<file path="config.mk">
export PLATFORM = sky130hd
export DESIGN_NAME = sbf_link
export DESIGN_NICKNAME = d
export VERILOG_FILES = /design/src/rtl/sbf_pkg.sv /design/src/rtl/sbf_frame_build.sv /design/src/rtl/sbf_serializer.sv /design/src/rtl/sbf_deserializer.sv /design/src/rtl/sbf_frame_check.sv /design/src/rtl/sbf_link.sv
export SDC_FILE = /design/constraint.sdc
export NUM_CORES = 1
export LEC_CHECK = 0
export BUFFER_PORTS_ARGS = -buffer_cell sky130_fd_sc_hd__buf_2
export CAP_MARGIN = 0
export CORE_ASPECT_RATIO = 0.8
export CORE_MARGIN = 4
export CORE_UTILIZATION = 55
export DETAILED_ROUTE_END_ITERATION = 8
export PLACE_DENSITY = 0.83
export SLEW_MARGIN = 20
export SYNTH_ARGS = -nofsm -noshare
export SYNTH_HDL_FRONTEND = slang
export SYNTH_SLANG_ARGS = --single-unit
export TNS_END_PERCENT = 5
</file>
<file path="constraint.sdc">
create_clock -name clk -period 24.2 [get_ports clk]
set_input_delay 3.63 -clock clk [delete_from_list [all_inputs] [get_ports clk]]
set_output_delay 3.63 -clock clk [all_outputs]
set_load 0.005 [all_outputs]
</file>
<file path="src/rtl/sbf_pkg.sv">
package sbf_pkg;

    localparam int LANES   = 10;
    localparam int BEATS   = 12;
    localparam int SLOTS   = 3;
    localparam int SLOT_W  = 36;
    localparam int CRC_W   = 11;
    localparam int WDATA_W = 2 * SLOT_W;
    localparam int FRAME_W = LANES * BEATS;
    localparam int BODY_W  = FRAME_W - CRC_W;

    localparam logic [CRC_W-1:0]  CRC_POLY = 11'h385;
    localparam logic [CRC_W-1:0]  CRC_SEED = 11'h7FF;
    localparam logic [SLOT_W-1:0] NOP_CMD  = '0;

    typedef enum logic {
        KIND_CMD   = 1'b0,
        KIND_WDATA = 1'b1
    } frame_kind_e;

    // Bit order of the packed struct is the on-wire frame layout.
    typedef struct packed {
        logic [CRC_W-1:0]  crc;
        logic              kind;
        logic [SLOT_W-1:0] slot_c;
        logic [SLOT_W-1:0] slot_b;
        logic [SLOT_W-1:0] slot_a;
    } sb_frame_t;

    // Serial CRC, most significant body bit first.
    function automatic logic [CRC_W-1:0] crc_calc(input logic [BODY_W-1:0] body);
        logic [CRC_W-1:0] c;
        logic             fb;
        c = CRC_SEED;
        for (int i = BODY_W - 1; i >= 0; i--) begin
            fb = c[CRC_W-1] ^ body[i];
            c  = {c[CRC_W-2:0], 1'b0};
            if (fb) begin
                c = c ^ CRC_POLY;
            end
        end
        return c;
    endfunction

    function automatic sb_frame_t seal_frame(input logic kind,
                                             input logic [SLOT_W-1:0] a,
                                             input logic [SLOT_W-1:0] b,
                                             input logic [SLOT_W-1:0] c);
        sb_frame_t f;
        f.kind   = kind;
        f.slot_a = a;
        f.slot_b = b;
        f.slot_c = c;
        f.crc    = crc_calc({kind, c, b, a});
        return f;
    endfunction

    localparam sb_frame_t IDLE_FRAME = seal_frame(1'b0, NOP_CMD, NOP_CMD, NOP_CMD);

endpackage

</file>
<file path="src/rtl/sbf_frame_build.sv">
module sbf_frame_build
    import sbf_pkg::*;
(
    input  logic                kind,
    input  logic [SLOTS-1:0]    mask,
    input  logic [SLOT_W-1:0]   slot_a,
    input  logic [SLOT_W-1:0]   slot_b,
    input  logic [SLOT_W-1:0]   slot_c,
    input  logic [WDATA_W-1:0]  wdata,
    output sb_frame_t           frame
);

    frame_kind_e       kind_w;
    logic [SLOT_W-1:0] raw  [SLOTS];
    logic [SLOT_W-1:0] eff  [SLOTS];

    assign kind_w = frame_kind_e'(kind);

    // Slots B and C switch to write data in write kind.
    assign raw[0] = slot_a;
    assign raw[1] = (kind_w == KIND_WDATA) ? wdata[SLOT_W-1:0]       : slot_b;
    assign raw[2] = (kind_w == KIND_WDATA) ? wdata[WDATA_W-1:SLOT_W] : slot_c;

    for (genvar s = 0; s < SLOTS; s++) begin : g_slot
        if (s == 0) begin : g_cmd_only
            assign eff[s] = mask[s] ? raw[s] : NOP_CMD;
        end else begin : g_shared
            assign eff[s] = (mask[s] || (kind_w == KIND_WDATA)) ? raw[s] : NOP_CMD;
        end
    end

    assign frame = seal_frame(kind, eff[0], eff[1], eff[2]);

endmodule

</file>
<file path="src/rtl/sbf_serializer.sv">
module sbf_serializer #(
    parameter int LANES = sbf_pkg::LANES,
    parameter int BEATS = sbf_pkg::BEATS
) (
    input  logic                     clk,
    input  logic                     rst,
    input  logic [LANES*BEATS-1:0]   next_frame,
    input  logic                     next_valid,
    output logic                     load_slot,
    output logic [LANES-1:0]         lanes,
    output logic                     start
);

    localparam int FW = LANES * BEATS;
    localparam int CW = $clog2(BEATS);
    localparam logic [CW-1:0] LAST = CW'(BEATS - 1);

    logic [FW-1:0] idle_w;
    logic [FW-1:0] frame_q;
    logic [CW-1:0] beat_q;

    assign idle_w = sbf_pkg::IDLE_FRAME;

    always_ff @(posedge clk) begin
        if (rst) begin
            beat_q  <= '0;
            frame_q <= idle_w;
        end else if (beat_q == LAST) begin
            beat_q  <= '0;
            frame_q <= next_valid ? next_frame : idle_w;
        end else begin
            beat_q  <= beat_q + 1'b1;
        end
    end

    assign load_slot = (beat_q == LAST);
    assign start     = (beat_q == '0);
    assign lanes     = frame_q[int'(beat_q) * LANES +: LANES];

endmodule

</file>
<file path="src/rtl/sbf_deserializer.sv">
module sbf_deserializer #(
    parameter int LANES = sbf_pkg::LANES,
    parameter int BEATS = sbf_pkg::BEATS
) (
    input  logic                     clk,
    input  logic                     rst,
    input  logic [LANES-1:0]         lanes,
    input  logic                     start,
    output logic [LANES*BEATS-1:0]   frame,
    output logic                     done
);

    localparam int FW = LANES * BEATS;
    localparam int CW = $clog2(BEATS);
    localparam logic [CW-1:0] LAST = CW'(BEATS - 1);

    logic [FW-1:0] buf_q;
    logic [CW-1:0] cnt_q;
    logic          active_q;
    logic          done_q;

    always_ff @(posedge clk) begin
        if (rst) begin
            buf_q    <= '0;
            cnt_q    <= '0;
            active_q <= 1'b0;
            done_q   <= 1'b0;
        end else begin
            done_q <= 1'b0;
            if (start) begin
                // A start always restarts collection, even mid-frame.
                buf_q[LANES-1:0] <= lanes;
                cnt_q            <= CW'(1);
                active_q         <= 1'b1;
            end else if (active_q) begin
                buf_q[int'(cnt_q) * LANES +: LANES] <= lanes;
                if (cnt_q == LAST) begin
                    cnt_q    <= '0;
                    active_q <= 1'b0;
                    done_q   <= 1'b1;
                end else begin
                    cnt_q <= cnt_q + 1'b1;
                end
            end
        end
    end

    assign frame = buf_q;
    assign done  = done_q;

endmodule

</file>
<file path="src/rtl/sbf_frame_check.sv">
module sbf_frame_check
    import sbf_pkg::*;
(
    input  sb_frame_t            frame,
    input  logic                 done,
    output logic                 frame_ok,
    output logic                 crc_error,
    output logic                 kind,
    output logic [SLOTS-1:0]     slot_vld,
    output logic [SLOT_W-1:0]    slot_a,
    output logic [SLOT_W-1:0]    slot_b,
    output logic [SLOT_W-1:0]    slot_c,
    output logic [WDATA_W-1:0]   wdata,
    output logic                 wdata_vld
);

    frame_kind_e       kind_w;
    logic              crc_ok;
    logic              good;
    logic [SLOT_W-1:0] slot_w [SLOTS];

    assign kind_w = frame_kind_e'(frame.kind);
    assign crc_ok = (frame.crc == crc_calc({frame.kind, frame.slot_c, frame.slot_b, frame.slot_a}));
    assign good   = done && crc_ok;

    assign slot_w[0] = frame.slot_a;
    assign slot_w[1] = frame.slot_b;
    assign slot_w[2] = frame.slot_c;

    for (genvar s = 0; s < SLOTS; s++) begin : g_vld
        if (s == 0) begin : g_cmd_only
            assign slot_vld[s] = good && (slot_w[s] != NOP_CMD);
        end else begin : g_shared
            assign slot_vld[s] = good && (kind_w == KIND_CMD) && (slot_w[s] != NOP_CMD);
        end
    end

    assign frame_ok  = good;
    assign crc_error = done && !crc_ok;
    assign kind      = frame.kind;
    assign slot_a    = frame.slot_a;
    assign slot_b    = frame.slot_b;
    assign slot_c    = frame.slot_c;
    assign wdata     = {frame.slot_c, frame.slot_b};
    assign wdata_vld = good && (kind_w == KIND_WDATA);

endmodule

</file>
<file path="src/rtl/sbf_link.sv">
module sbf_link
    import sbf_pkg::*;
(
    input  logic                 clk,
    input  logic                 rst,
    input  logic                 in_valid,
    output logic                 in_ready,
    input  logic                 in_kind,
    input  logic [2:0]           in_mask,
    input  logic [35:0]          in_slot_a,
    input  logic [35:0]          in_slot_b,
    input  logic [35:0]          in_slot_c,
    input  logic [71:0]          in_wdata,
    output logic [9:0]           tx_lanes,
    output logic                 tx_start,
    input  logic [9:0]           rx_lanes,
    input  logic                 rx_start,
    output logic                 rx_frame_ok,
    output logic                 rx_crc_error,
    output logic                 rx_kind,
    output logic [2:0]           rx_slot_vld,
    output logic [35:0]          rx_slot_a,
    output logic [35:0]          rx_slot_b,
    output logic [35:0]          rx_slot_c,
    output logic [71:0]          rx_wdata,
    output logic                 rx_wdata_vld
);

    sb_frame_t            tx_frame;
    logic [FRAME_W-1:0]   rx_bits;
    sb_frame_t            rx_frame;
    logic                 rx_done;

    sbf_frame_build u_build (
        .kind   (in_kind),
        .mask   (in_mask),
        .slot_a (in_slot_a),
        .slot_b (in_slot_b),
        .slot_c (in_slot_c),
        .wdata  (in_wdata),
        .frame  (tx_frame)
    );

    sbf_serializer #(.LANES(LANES), .BEATS(BEATS)) u_ser (
        .clk        (clk),
        .rst        (rst),
        .next_frame (tx_frame),
        .next_valid (in_valid),
        .load_slot  (in_ready),
        .lanes      (tx_lanes),
        .start      (tx_start)
    );

    sbf_deserializer #(.LANES(LANES), .BEATS(BEATS)) u_deser (
        .clk   (clk),
        .rst   (rst),
        .lanes (rx_lanes),
        .start (rx_start),
        .frame (rx_bits),
        .done  (rx_done)
    );

    assign rx_frame = rx_bits;

    sbf_frame_check u_check (
        .frame     (rx_frame),
        .done      (rx_done),
        .frame_ok  (rx_frame_ok),
        .crc_error (rx_crc_error),
        .kind      (rx_kind),
        .slot_vld  (rx_slot_vld),
        .slot_a    (rx_slot_a),
        .slot_b    (rx_slot_b),
        .slot_c    (rx_slot_c),
        .wdata     (rx_wdata),
        .wdata_vld (rx_wdata_vld)
    );

endmodule

</file>
-- Word-level counts from Yosys, hierarchy flattened
Cells that the tools add are included.
- input port bits: 198
- bits in registers: 250
- logic and storage cells: 707
- output and inout bits: 199
- shift operators: 3
- multiplexer cells: 234
- add/sub/neg operators: 3
- equal/unequal tests: 3
- reductions and logical operators: 19
- bitwise logic cells: 435
- $mul: 2
- operators by type and width (cell ; number):
    $mux W10 ; 220
    $not A5 Y5 ; 216
    $xor A1 B1 Y1 ; 214
    $mux W36 ; 5
    $bwmux W120 ; 1
    $mux W120 ; 1
    $shift A10 B33 Y120 const A ; 1
    $shiftx A10 B33 Y120 ; 1
    $shiftx A120 B32 Y10 ; 1
    $reduce_bool A36 Y1 ; 3
    $neg A32 Y33 ; 1
    $mul A4 B3 Y7 const B ; 2
    $eq A11 B11 Y1 ; 1
    $add A4 B1 Y4 const B ; 2
    $eq A4 B4 Y1 const B ; 2
    $logic_and A1 B1 Y1 ; 7
    $mux W1 ; 6
    $logic_not A4 Y1 ; 1
    $mux W4 ; 1
    $reduce_or A2 Y1 ; 2
    $not A1 Y1 ; 3
    $reduce_or A3 Y1 ; 1
    $logic_or A1 B1 Y1 ; 2
    $reduce_and A2 Y1 ; 1
    3 further kinds ; 4

-- Longest topological paths before layout
Gate-level depths: netlist of run 1.
- word-level depth: 221
- gate-level depth with buffers: 27
- mapped depth without buffers: 25

-- Cells and area by module
A second synthesis of run 1 with hierarchy kept.
- cell total of the unflattened synthesis: 2613
- area total of the unflattened synthesis: 30095.1 um^2
- modules (own cells, without submodules) (module ; instances ; sequential area each (um^2) ; cells an instance ; area each (um^2)):
    sbf_frame_check ; 1 ; 0.0 ; 783 ; 9893.2
    sbf_frame_build ; 1 ; 0.0 ; 682 ; 8548.2
    sbf_deserializer ; 1 ; 2522.4 ; 788 ; 6950.4
    sbf_serializer ; 1 ; 2482.4 ; 360 ; 4703.3

-- Worst setup path after synthesis of run 1
No wires, ideal clock.
- path kind: register to output
- start: register u_deser.buf_q[104] (netlist: u_deser.frame[104])
- end: output rx_crc_error
- arrival time: 9532 ps
- setup slack: 11038 ps
- data required time: 20570 ps
- stages on the path, launching flop included: 26
- buffers on the path: 0
- cells stage by stage: dfxtp_1 > inv_1 > ha_1 > xor2_4 > xnor3_2 > xnor2_2 > xnor3_2 > xnor3_2 > xnor3_1 > xnor2_4 > xnor2_1 > xnor3_1 > xnor2_1 > xor3_2 > xnor2_4 > xnor3_1 > xnor3_1 > xnor3_2 > xnor3_2 > xnor3_2 > xor3_2 > xnor3_2 > xnor3_1 > xor2_1 > mux2i_2 > o21a_1
- longest elaborated chain between the ends: 161
- elaborated cells on any way between the ends: 316
- classes of those cells: eq/ne (1); mux (105); bitwise (208); reduce/logical (2)
- RTL lines (what ; line ; text):
    start, declared ; sbf_deserializer.sv:17 ; logic [FW-1:0] buf_q;
    start signal, assigned by index ; sbf_deserializer.sv:32 ; buf_q[LANES-1:0] <= lanes;
    start signal, assigned by index ; sbf_deserializer.sv:36 ; buf_q[int'(cnt_q) * LANES +: LANES] <= lanes;
    $xor A1 B1 Y1 (*) ; sbf_pkg.sv:36 ; fb = c[CRC_W-1] ^ body[i];
    $mux W10 (*) ; sbf_pkg.sv:38 ; if (fb) begin
    $not A5 Y5 (no line) or $xor A1 B1 Y1 (tied branches) ; - ;
    $mux W10 ; sbf_pkg.sv:38 ;
    $not A5 Y5 (no line) or $xor A1 B1 Y1 (tied branches) ; - ;
    $mux W10 ; sbf_pkg.sv:38 ;
    $xor A1 B1 Y1 or $not A5 Y5 (tied branches) ; - ;
    $mux W10 ; sbf_pkg.sv:38 ;
    [145 not listed] ; - ;
    $mux W10 ; sbf_pkg.sv:38 ;
    $not A5 Y5 (no line) or $xor A1 B1 Y1 (tied branches) ; - ;
    $mux W10 ; sbf_pkg.sv:38 ;
    $xor A1 B1 Y1 or $not A5 Y5 (tied branches) ; - ;
    $mux W10 ; sbf_pkg.sv:38 ;
    $eq A11 B11 Y1 (*) ; sbf_frame_check.sv:23 ; assign crc_ok = (frame.crc == crc_calc({frame.kind, frame.slot_c, frame.slot_b, frame.slot_a}));
    $logic_not A1 Y1 (*) ; sbf_frame_check.sv:39 ; assign crc_error = done && !crc_ok;
    $logic_and A1 B1 Y1 (*) ; sbf_frame_check.sv:39 ;
    end, declared ; sbf_link.sv:19 ; output logic rx_crc_error,
Mark *: on every way between the ends. The rest lies on a longest branch, timed or not.

-- Worst setup path in the final report of run 1
- start: register u_deser.buf_q[104] (netlist: u_deser.frame[104])
- end: output rx_slot_vld[2]
- longest elaborated chain between the ends: 162
- elaborated cells on any way between the ends: 318
- classes of those cells: eq/ne (1); mux (105); bitwise (208); reduce/logical (4)
- RTL lines (what ; line ; text):
    $xor A1 B1 Y1 ; sbf_pkg.sv:36 ;
    $mux W10 ; sbf_pkg.sv:38 ;
    $not A5 Y5 (no line) or $xor A1 B1 Y1 (tied branches) ; - ;
    $mux W10 ; sbf_pkg.sv:38 ;
    $not A5 Y5 (no line) or $xor A1 B1 Y1 (tied branches) ; - ;
    $mux W10 ; sbf_pkg.sv:38 ;
    $xor A1 B1 Y1 or $not A5 Y5 (tied branches) ; - ;
    $mux W10 ; sbf_pkg.sv:38 ;
    [146 not listed] ; - ;
    $not A5 Y5 (no line) or $xor A1 B1 Y1 (tied branches) ; - ;
    $mux W10 ; sbf_pkg.sv:38 ;
    $xor A1 B1 Y1 or $not A5 Y5 (tied branches) ; - ;
    $mux W10 ; sbf_pkg.sv:38 ;
    $eq A11 B11 Y1 ; sbf_frame_check.sv:23 ;
    $logic_and A1 B1 Y1 ; sbf_frame_check.sv:24 ; assign good = done && crc_ok;
    $logic_and A1 B1 Y1 ; sbf_frame_check.sv:34 ; assign slot_vld[s] = good && (kind_w == KIND_CMD) && (slot_w[s] != NOP_CMD);
    $logic_and A1 B1 Y1 (*) ; sbf_frame_check.sv:34 ;
    end, declared ; sbf_link.sv:21 ; output logic [2:0] rx_slot_vld,
Marked as above.

==> flow_summary_export.csv, run 1 <==
group,metric,value,unit
run_status,status,"finished, final reports clean",
synth,synth_area,28070,um2
timing,setup-tns-final,0,ps
synth,yosys.area.top_type_share,22.30,%
drt,vias_per_cell,6.033,
global_routing,grt_pass1_vias,20260,
clocking,numCtsBuffers,26,
clocking,root_buffer,"clkbuf_16",
synth,synthMuxAreaShare,4.684,%
global_routing,grt_max_degree,94,
finish,mostFrequentLayoutCells,"buf_2 (395), xnor2_1 (339), xnor3_1 (278)",
global_routing,gr-total-overflow,0,
timing,max_slew_margin,21.94,%
synth,synth_warnings,0,
drt,wl,86810,um
place,io_buffers,396,
clocking,postCtsHoldBufs,0,
floorplan,pin_count,397,
synth,netlist_instances,2635,
clocking,clock-sinks,250,
timing,rsz0062_at_grt,"false",
drt,drt_iter0_markers,2726,
floorplan,die_height,210.1,um
min_path,min_path_cells,2,
floorplan,core_area,50050,um2
clocking,htree_levels,1,
worst_setup_path,cp-end-kind,"output port",
timing,clock.fmax,65.36,MHz
synth,synth_seq_area_share,17.83,%
finish,drive_gt1_share,22.58,%
global_routing,antenna_found_initial,9,
synth,synth_top_family_by_area,"XOR/XNOR gates",
synth,ys.flop_type,"dfxtp_1",
drt,ant_nets,0,
timing,finalClockSkew,13.84,ps
global_routing,track_usage,30.54,%
worst_setup_path,worst-r2r-cell-count,12,
synth,synth.area.top_cells,"xnor3_1 (22%), dfxtp_1 (18%), xnor2_1 (11%)",
finish,syn_to_final_growth,7.368,%
synth,yosys.area_share.adder,0.6507,%
place,dpl.hpwl,69820,um
worst_setup_path,cp.arrival,11670,ps
synth,synth-simple-area-share,9.186,%
place,place_ws,9551,ps
floorplan,die_w,260.6,um
timing,slew_viol_final,0,
floorplan,start_util,56.08,%
synth,synth_compound_area_share,8.798,%
synth,yosysUniqueCellTypes,66,
floorplan,row_count,73,
timing,worstMarginPinSlew,1171,ps
worst_setup_path,path_max_fanout,8,
timing,setup_viol,0,
timing,period_share,63.23,%
synth,synth-xor-area-share,51.93,%
timing,post-route-min-period,15300,ps
synth,synth-edff-count,0,
drt,drc_errors,0,
synth,synth_nets,2847,
synth,synthArstFlopShare,0,%
worst_setup_path,path_class,"flop to output port",
clocking,cts_max_path_buffers,3,
worst_setup_path,cp-start-kind,"flop",
place,dp_cells,3419,
synth,yosysTopAreaCell,"xnor3_1",
global_routing,grt_pass1_wl,128100,um
worst_setup_path,cp.required,20570,ps
drt,drt_pass1_iterations,9,
drt,via_count,20930,
timing,hold_viol,0,
place,place.gp.congestion,1.004,
clocking,insertion_delay,550,ps
synth,syn_area_per_cell,10.65,um2
clocking,tritoncts,"done",
clocking,cts_resized,0,
timing,setup_slack,8899,ps
drt,post_drt_wl_per_cell,25.02,um
synth,ys_seq_elements,250,
min_path,hold_class,"flop to flop",
finish,final_cells,3469,
clocking,post-cts-setup-buffers,0,
job,maxCapViolations,0,
timing,whs,454.2,ps
finish,layout_commonest_cell,"buf_2",
finish,layout.nets,2985,
clocking,clk_pin_slew_worst_paths,60,ps
floorplan,dieArea,54740,um2
## stage by stage
stage | instance area (um2) | utilization, %
after global routing | 30140 | 60.21
after CTS | 30090 | 60.11
final | 30140 | 60.22
after global placement | 29230 | 58.41
after floorplan | 28070 | -
after detailed placement | 29230 | 58.41
## worst max-delay path: stages (launching register included)
cell and delay (ps):
dfxtp_1 500, inv_1 120, ha_1 410, xor2_4 320, xnor3_2 600, xnor2_2 290, xnor3_2 550, xnor3_2 530
xnor3_1 540, xnor2_4 200, xnor2_1 460, xnor3_1 520, xnor2_1 380, xor3_2 510, xnor2_4 440, xnor3_1 540
xnor3_1 410, xnor3_2 490, xnor3_2 460, xnor3_2 470, xor3_2 470, xnor3_2 440, xnor3_1 390, xor2_1 200
mux2i_2 570, nor3_1 120, buf_2 170
## final cells by class
class	instances	area, um2
sequential	250	5006
clock inverter	12	122.6
clock buffer	33	728.2
fill	4146	19910
antenna	4	10.01
multi-input combinational	2055	21180
inverter	22	82.58
timing repair buffer	418	2170
tap	675	844.6
## cells in the mapped netlist (4+ instances only)
library cell / count
xor3_2: 6
nand2_1: 210
o21ai_0: 101
buf_4: 182
or3_1: 5
o22a_1: 4
buf_1: 13
nor4_1: 26
nand4_1: 4
buf_2: 11
xnor2_4: 9
a211oi_1: 23
nor2_1: 179
o22ai_1: 29
dfxtp_1: 250
xor2_1: 193
xnor2_1: 340
or2_2: 5
nand2b_1: 5
o31ai_1: 5
o21ai_1: 11
and3_1: 4
xnor3_2: 41
xor3_1: 59
clkbuf_1: 101
a22o_1: 28
xnor3_1: 278
xnor2_2: 35
a21oi_1: 68
ha_1: 13
a22oi_2: 7
mux2_2: 4
nor3_1: 101
inv_1: 21
mux4_2: 30
and2_1: 5
nand3_1: 28
a22oi_1: 80
mux2i_1: 58
xor2_2: 17
nor2b_1: 9
## final timing paths
kind / end / startpoint / slack (ps)
min: u_ser.frame_q[119] / u_ser.frame_q[119] / 450
max reg2reg: u_deser.frame[114] / u_deser.cnt_q[1] / 19240
max: rx_slot_vld[2] / u_deser.frame[104] / 8900
min reg2reg: u_ser.frame_q[119] / u_ser.frame_q[119] / 450
## routing by layer
metal	vias to the layer above	global-route usage (%)	wire (um)
met5	-	0	66
li1	9302	-	-
met3	159	6.042	9538
met1	10220	45.43	36800
met2	1242	46.40	38110
met4	10	7.197	2295
## flip-flops by register name, indices dropped and copies added, names as in the netlist
register	flops
u_deser.frame	120
u_deser.active_q	1
u_deser.done	1
u_ser.frame_q	120
u_ser.beat_q	4
u_deser.cnt_q	4
## kinds of logic (layout without fill, tap and decap cells)
logic type / Yosys count / count (layout)
buffers and inverters: 330 / 485
flip-flops: 250 / 250
XOR/XNOR: 979 / 979
AND/OR/NAND/NOR: 591 / 591
adder cells (fa/ha/maj): 14 / 14
multiplexers: 93 / 93
AO/OA/AOI/OAI: 378 / 378
other: 0 / 4
Power of run 1 is left out: the tool's default activity adds up to more than one toggle a clock period on the data nets, which glitch-free logic cannot reach.
==> run 2, diff against run 1 <==
- clock period: 24.2 -> 14.1 ns (I/O delays scaled with it)
==> run 2 against run 1 <==
  * Worst setup slack got worse by 8400 ps
  * Global-route usage shrank 0.19 points
  * Via count grew 0.70%
  * Wire length shrank 0.95%
  * Final cell count increased by 0.14%
  * Clock skew down 3.5 ps
  * Critical path depth is the same
  * Hold slack gained 2.0 ps
  * First-iteration DRC count fell by 12%
  * Critical endpoint is now rx_crc_error
  * Largest cell class unchanged
==> flow_summary_export.csv, run 2 (synthesis results as in run 1) <==
group,metric,value,unit
finish,mostFrequentLayoutCells,"buf_2 (395), xnor2_1 (340), xnor3_1 (278)",
clocking,root_buffer,"clkbuf_16",
clocking,clock-sinks,250,
place,dp_cells,3420,
clocking,numCtsBuffers,26,
place,placed_area,29250,um2
timing,setup_viol,0,
drt,drc_errors,0,
drt,ant_nets,0,
run_status,status,"finished, final reports clean",
finish,drive_gt1_share,22.69,%
worst_setup_path,cp-end-kind,"output port",
worst_setup_path,setup.worst_path.start,"u_deser.frame[106]",
timing,hold_viol,0,
drt,drt_iter0_markers,2387,
timing,slew_viol_final,0,
clocking,postCtsHoldBufs,0,
floorplan,start_util,56.08,%
floorplan,die_w,260.6,um
worst_setup_path,cp.required,11980,ps
clocking,cts_resized,0,
floorplan,die_height,210.1,um
timing,clock.fmax,73.78,MHz
drt,wl,85980,um
timing,period_share,96.13,%
finish,syn_to_final_growth,7.412,%
timing,worstMarginPinSlew,1182,ps
timing,setup-tns-final,0,ps
drt,vias_per_cell,6.067,
clocking,tritoncts,"done",
global_routing,antenna_found_initial,10,
place,dpl.hpwl,69260,um
worst_setup_path,cp_common_cell,"xnor3_2",
worst_setup_path,path_class,"flop to output port",
clocking,insertion_delay,550,ps
place,place_ws,1205,ps
clocking,clk_pin_slew_worst_paths,70,ps
drt,via_count,21080,
floorplan,core_area,50050,um2
clocking,cts_max_path_buffers,3,
global_routing,track_usage,30.34,%
global_routing,gr-total-overflow,0,
floorplan,dieArea,54740,um2
timing,post-route-min-period,13550,ps
floorplan,pin_count,397,
clocking,post-cts-setup-buffers,0,
drt,drt_pass1_iterations,6,
place,io_buffers,396,
finish,layout.nets,2986,
global_routing,grt_pass1_vias,20370,
timing,max_slew_margin,20.67,%
worst_setup_path,slowest_delay,620,ps
job,maxCapViolations,0,
worst_setup_path,cp.arrival,11440,ps
finish,layout_commonest_cell,"buf_2",
finish,finish.instance_area,30150,um2
clocking,htree_levels,1,
timing,finalClockSkew,10.35,ps
timing,rsz0062_at_grt,"false",
worst_setup_path,r2r_start,"u_deser.cnt_q[0]",
worst_setup_path,cp-start-kind,"flop",
global_routing,grt_max_degree,112,
floorplan,row_count,73,
min_path,worstHoldStart,"u_ser.frame_q[28]",
global_routing,grt_pass1_wl,128200,um
min_path,hold_class,"flop to flop",
place,place.gp.congestion,0.9880,
finish,final_cells,3474,
drt,post_drt_wl_per_cell,24.75,um
worst_setup_path,path_max_fanout,8,
worst_setup_path,crit_slowest_cell,"xnor3_2",
timing,setup_slack,546.3,ps
[run 2: cell types whose count changed in the layout (fill, tap and decap cells not counted), sizes merged]
cell / delta
clkinv: -1
clkinvlp: +1
bufinv: -1
diode: +1
clkbuf: +2
inv: +2
buf: +1
[run 2: final timing paths]
check / slack, ps / depth (start not counted) / endpoint
worst max-delay path: 550 / 26 / rx_crc_error
worst min register to register: 460 / 2 / u_ser.frame_q[28]
worst min-delay path: 460 / 2 / u_ser.frame_q[28]
worst max register to register: 9340 / 14 / u_deser.frame[47]
[run 2: critical path, delay by kind of cell (launching register included)]
family | cells | cell delay (ps)
xor gates and xnor gates | 21 | 8870
DFF | 1 | 600
muxes | 1 | 600
adders and majority gates | 1 | 370
buffers and inverters | 2 | 240
AOI/OAI and AO/OA | 1 | 180
[run 2: area by class of cell]
type / count / area [um2]
tap: 675 / 844.6
antenna: 5 / 12.51
timing repair buffer: 419 / 2161
multi-input combinational: 2055 / 21170
clock inverter: 13 / 118.9
fill: 4128 / 19900
inverter: 22 / 82.58
clock buffer: 35 / 755.7
sequential: 250 / 5006
[run 2: through the flow]
stage | utilization, % | hold WS [ps]
3_5_place_dp | 58.44 | 443.4
2_1_floorplan | - | 419.8
3_3_place_gp | 58.43 | 429.6
4_1_cts | 60.19 | 458.7
5_1_grt | 60.24 | 476.3
6_report | 60.24 | 456.2
[run 2: metal layers]
metal / vias to the layer above / track usage, % / wire length [um]
li1: 9298 / - / -
met1: 10370 / 45.77 / 36550
met2: 1220 / 45.96 / 37430
met3: 177 / 5.910 / 9866
met4: 10 / 6.105 / 2074
met5: - / 0 / 62
Power of run 2 is left out for the same reason.
